==> config.mk <==
export PLATFORM = sky130hd
export DESIGN_NAME = bist_pattern_src
export DESIGN_NICKNAME = d
export VERILOG_FILES = /design/src/rtl/bist_pkg.sv /design/src/rtl/bist_frame_ctr.sv /design/src/rtl/bist_prbs.sv /design/src/rtl/bist_lane_skew.sv /design/src/rtl/bist_pattern_src.sv
export SDC_FILE = /design/constraint.sdc
export NUM_CORES = 1
export LEC_CHECK = 0
export ABC_AREA = 1
export BUFFER_PORTS_ARGS = -buffer_cell sky130_fd_sc_hd__buf_2
export CORE_ASPECT_RATIO = 0.6
export CORE_MARGIN = 4
export CORE_UTILIZATION = 45
export DETAILED_ROUTE_END_ITERATION = 7
export PLACE_DENSITY_LB_ADDON = 0.25
export SLEW_MARGIN = 20
export SYNTH_ARGS = -nofsm -noshare
export SYNTH_HDL_FRONTEND = slang
export SYNTH_SLANG_ARGS = --single-unit
==> constraint.sdc <==
create_clock -name clk -period 2.24 [get_ports clk]
set_clock_uncertainty 0.15 [all_clocks]
set_input_delay 0.336 -clock clk [delete_from_list [all_inputs] [get_ports clk]]
set_output_delay 0.336 -clock clk [all_outputs]
set_load 0.005 [all_outputs]
==> src/rtl/bist_pkg.sv <==
package bist_pkg;
  localparam logic [7:0] SYNC_BYTE_A = 8'hF6;
  localparam logic [7:0] SYNC_BYTE_B = 8'h28;
  typedef enum logic {PH_HDR = 1'b0, PH_PAY = 1'b1} phase_e;
endpackage

==> src/rtl/bist_frame_ctr.sv <==
module bist_frame_ctr #(
  parameter int FRAME_BYTES = 9720,
  parameter int HDR_EACH    = 12,
  localparam int FRAME_BITS = FRAME_BYTES * 8,
  localparam int PW         = $clog2(FRAME_BITS)
) (
  input  logic              clk,
  input  logic              rst_n,
  input  logic              clear,
  input  logic              adv,
  output logic [PW-1:0]     pos_o,
  output bist_pkg::phase_e  phase_o,
  output logic              hdr_bit_o
);
  localparam int HDR_A_BITS = HDR_EACH * 8;
  localparam int HDR_BITS   = HDR_EACH * 16;

  logic [PW-1:0] pos_q, pos_d;
  logic [7:0]    cur_byte;

  always_comb begin
    pos_d = pos_q;
    if (clear)
      pos_d = '0;
    else if (adv)
      pos_d = (pos_q == PW'(FRAME_BITS - 1)) ? '0 : pos_q + PW'(1);
  end

  always_ff @(posedge clk or negedge rst_n) begin
    if (!rst_n) pos_q <= '0;
    else        pos_q <= pos_d;
  end

  always_comb begin
    cur_byte  = (pos_q < PW'(HDR_A_BITS)) ? bist_pkg::SYNC_BYTE_A : bist_pkg::SYNC_BYTE_B;
    hdr_bit_o = cur_byte[~pos_q[2:0]];
    phase_o   = (pos_q < PW'(HDR_BITS)) ? bist_pkg::PH_HDR : bist_pkg::PH_PAY;
  end

  assign pos_o = pos_q;
endmodule

==> src/rtl/bist_prbs.sv <==
module bist_prbs #(
  parameter int W   = 7,
  parameter int TAP = 6
) (
  input  logic         clk,
  input  logic         rst_n,
  input  logic         clear,
  input  logic         step,
  output logic [W-1:0] state_o,
  output logic         bit_o
);
  logic [W-1:0] st_q, st_d;

  always_comb begin
    st_d = st_q;
    if (clear)
      st_d = '1;
    else if (step)
      st_d = {st_q[W-2:0], st_q[W-1] ^ st_q[TAP-1]};
  end

  always_ff @(posedge clk or negedge rst_n) begin
    if (!rst_n) st_q <= '1;
    else        st_q <= st_d;
  end

  assign state_o = st_q;
  assign bit_o   = st_q[W-1];
endmodule

==> src/rtl/bist_lane_skew.sv <==
module bist_lane_skew #(
  parameter int LANES = 4
) (
  input  logic             clk,
  input  logic             rst_n,
  input  logic             test_n,
  input  logic             base,
  input  logic [LANES-1:0] ext,
  output logic [LANES-1:0] lane_q
);
  logic [LANES-1:0] tap;
  logic [LANES-1:0] lane_d;

  assign tap[0] = base;

  for (genvar k = 1; k < LANES; k++) begin : g_dly
    logic dly_q, dly_d;
    always_comb dly_d = test_n ? 1'b0 : tap[k-1];
    always_ff @(posedge clk or negedge rst_n) begin
      if (!rst_n) dly_q <= 1'b0;
      else        dly_q <= dly_d;
    end
    assign tap[k] = dly_q;
  end

  always_comb lane_d = test_n ? ext : tap;

  always_ff @(posedge clk or negedge rst_n) begin
    if (!rst_n) lane_q <= '0;
    else        lane_q <= lane_d;
  end
endmodule

==> src/rtl/bist_pattern_src.sv <==
module bist_pattern_src #(
  parameter int LANES       = 4,
  parameter int FRAME_BYTES = 9720,
  parameter int HDR_EACH    = 12,
  parameter int PRBS_W      = 7,
  parameter int PRBS_TAP    = 6
) (
  input  logic             clk,
  input  logic             rst_n,
  input  logic             test_n,
  input  logic [LANES-1:0] ext_data,
  output logic [LANES-1:0] lane_out
);
  localparam int FRAME_BITS = FRAME_BYTES * 8;
  localparam int PW         = $clog2(FRAME_BITS);

  logic [1:0]        rst_pipe;
  logic              rst_sync;
  logic [PW-1:0]     pos;
  bist_pkg::phase_e  phase;
  logic              hdr_bit;
  logic [PRBS_W-1:0] prbs_state;
  logic              prbs_bit;
  logic              base_bit;
  logic              in_test;
  logic              prbs_step;

  always_ff @(posedge clk or negedge rst_n) begin
    if (!rst_n) rst_pipe <= 2'b00;
    else        rst_pipe <= {rst_pipe[0], 1'b1};
  end
  assign rst_sync = rst_pipe[1];

  assign in_test   = ~test_n;
  assign prbs_step = in_test && (phase == bist_pkg::PH_PAY);
  assign base_bit  = (phase == bist_pkg::PH_HDR) ? hdr_bit : prbs_bit;

  bist_frame_ctr #(.FRAME_BYTES(FRAME_BYTES), .HDR_EACH(HDR_EACH)) u_ctr (
    .clk(clk), .rst_n(rst_sync), .clear(test_n), .adv(in_test),
    .pos_o(pos), .phase_o(phase), .hdr_bit_o(hdr_bit)
  );

  bist_prbs #(.W(PRBS_W), .TAP(PRBS_TAP)) u_prbs (
    .clk(clk), .rst_n(rst_sync), .clear(test_n), .step(prbs_step),
    .state_o(prbs_state), .bit_o(prbs_bit)
  );

  bist_lane_skew #(.LANES(LANES)) u_skew (
    .clk(clk), .rst_n(rst_sync), .test_n(test_n), .base(base_bit),
    .ext(ext_data), .lane_q(lane_out)
  );
endmodule

==> flow_summary.yaml <==
finish:
  antenna_cells: 0
  post_layout_nonfiller_instances: 271
  area_delta_synth_final_pct: 14.05
  final_layout_size_suffix_gt1_share_pct: 17.26
  fin_nets: 235
clocking:
  tritoncts: "built"
  cts.htree.levels: 2
  postCtsSetupBuffers: 0
  root_buffer: "clkbuf_8"
  cts_resized: 0
  clk_latency_ns: 0.28
  cts.sinks: 33
  ctsHoldBuffers: 1
  cts_inserted_buffers: 5
  clk_pin_slew_ns: 0.07
  cts_max_path_buffers: 2
floorplanning:
  die_w_um: 86.33
  core_area_mm2: 0.003383
  placement_rows: 16
  pin_count: 11
  dieArea_mm2: 0.004748
  die_h_um: 55.00
  start_util_pct: 48.96
worst_setup_path:
  end_kind: "register"
  critPathKind: "reg -> reg"
  critPathMaxFanout: 4
  critPathLaunchType: "register"
  cp.required_ns: 2.27
  cp.arrival_ns: 1.97
placed_design:
  place_congestion: 0.8590
  port_buffers: 10
  dp_cells: 262
  dp_hpwl_mm: 2.382
global_routing:
  grt_max_degree: 32
  antenna_found_initial: 0
  grt_overflow_total: 0
  grt_pass1_vias: 1162
  grt_pass1_wl_mm: 5.526
  track_usage_pct: 15.36
power_and_ir_drop:
  ir_drop_v: 0.0003529
  power.leakage_uw: 0.0008782
  power.density_mw_per_mm2: 640.8
yosys:
  synth_most_common_cell: "nand2_1"
  async_reset_ff_share_pct: 100.0
  syn_avg_cell_area_um2: 8.042
  netlist_area_mm2: 0.001657
  yosys-top-cells-area: "dfrtp_1, nand2_1, dfstp_2, nor2_1, inv_1"
  synth_edf_count: 0
  ys_seq_elements: 33
  yosysTopAreaCell: "dfrtp_1"
  synth_flop_cell: "dfrtp_1"
  netlist_instances: 206
  synth_common_cells: "nand2_1, nor2_1, dfrtp_1"
  synth_nets: 216
  yosysSeqAreaShare_pct: 50.38
  synth_top_area_share_pct: 39.27
  yosys_warnings: 0
  ys_types: 22
timing:
  final-hold-violation-count: 0
  finalSetupTns_ns: 0
  fmaxAchievable_mhz: 513.4
  period_needed_ns: 1.948
  setup_viol: 0
  slew_violations: 0
  rsz0062_at_grt: "no"
  period_share_pct: 86.95
detailed_routing:
  via_count: 1274
  vias_per_cell: 4.701
  postRouteAntennaNets: 0
  drc: 0
  wl_per_cell_um: 11.85
  dr.pass1.iters: 4
  totalWireLength_mm: 3.212
  drt-initial-drc-count: 116
job:
  drv_cap: 0
outcome:
  status: "complete, no violations"
min_path:
  hold_path_class: "reg -> async"
==> logic make-up (layout without fill, tap and decap cells) <==
logic type	Yosys count	in the layout	share of synthesized area, %
flip-flops	33	33	50.38
AND/OR/NAND/NOR	121	121	33.31
adder cells (fa/ha/maj)	3	3	2.266
buffers and inverters	24	44	5.438
AO/OA/AOI/OAI	19	19	5.740
XOR/XNOR	5	5	2.644
other	1	1	0.2264
==> final timing paths <==
path | start | to | slack [ns] | cells after the start
min in group clk | ext_data[0] | u_skew.lane_q[0] | 0.10 | 3
max | u_ctr.pos_o[12] | u_skew.lane_q[0] | 0.29 | 12
min | rst_pipe[1] | u_ctr.pos_o[4] | 0.10 | 1
min reg2reg | rst_pipe[1] | u_ctr.pos_o[4] | 0.10 | 1
max in group asynchronous | rst_pipe[1] | u_prbs.state_o[1] | 1.52 | 1
max reg2reg | u_ctr.pos_o[12] | u_skew.lane_q[0] | 0.29 | 12
==> report_power, final <==
part	internal, uW	total (uW)	switching (uW)
Combinational	27.7	77.0	49.3
Clock	278	496	218
Sequential	625	637	12.2
==> through the flow <==
stage | total power, uW | hold slack (ns) | setup slack, ns | instance area [um^2] | utilization, %
2_1_floorplan | 695.5 | -0.1096 | 0.4903 | 1657 | -
3_3_place_gp | 725.0 | -0.02620 | 0.3578 | 1778 | 52.55
3_5_place_dp | 725.7 | -0.02522 | 0.2956 | 1778 | 52.55
4_1_cts | 1227 | 0.09107 | 0.2911 | 1889 | 55.84
5_1_grt | 1270 | 0.1036 | 0.1184 | 1889 | 55.84
6_report | 1211 | 0.1037 | 0.2924 | 1889 | 55.84
==> routing by layer <==
layer  global-route usage (%)  part of all wire (%)  wire length (um)  vias to the layer above
li1                         -                     -                 -                      682
met1                    23.39                    54              1750                      555
met2                    20.94                    38              1219                       35
met3                    4.882                   7.1               229                        2
met4                    3.109                  0.37                12                        0
met5                        0                     0                 0                        -
==> cells in the final DEF (no fill, tap or decap), types with 2 or more instances in the layout <==
cell      Yosys  final
o21ai_0       6      6
xor2_1        3      3
buf_4         0      3
a21oi_1      13     13
xnor2_1       2      2
inv_1        22     22
nand3b_1      2      2
nand2_2       3      3
nand4_1       3      3
nor3_1        5      5
clkbuf_8      0      7
nand2_1      51     51
nor2_4        3      3
dfstp_2       7      7
dfrtp_1      26     26
buf_2         0     10
nand3_1       9      9
nor2_1       39     39
nor2_2        3      3
ha_1          3      3
==> final cells by class <==
type | instances | area [um^2]
inverter | 22 | 82.58
sequential | 33 | 834.6
multi-input combinational | 149 | 732.0
tap | 45 | 56.30
fill | 318 | 1494
clock buffer | 7 | 96.34
timing repair buffer | 14 | 82.58
clock inverter | 1 | 5.005
==> state kept, by name, summed over array words and instances (netlist names) <==
| signal | count |
|---|---|
| rst_pipe | 2 |
| u_ctr.pos_o | 17 |
| u_prbs.state_o | 7 |
| u_skew.g_dly.dly_q | 3 |
| u_skew.lane_q | 4 |
==> critical path: stages, from the launching register on <==
cell	delay, ns
dfrtp_1	0.42
nor2_1	0.15
nand2_1	0.07
nor2_1	0.14
nand2_1	0.13
inv_1	0.09
ha_1	0.22
o21ai_0	0.14
nor2_1	0.06
nor2_1	0.09
nand2_1	0.06
nand2_1	0.07
nand2_1	0.05
(Power assumes the default switching activity.)
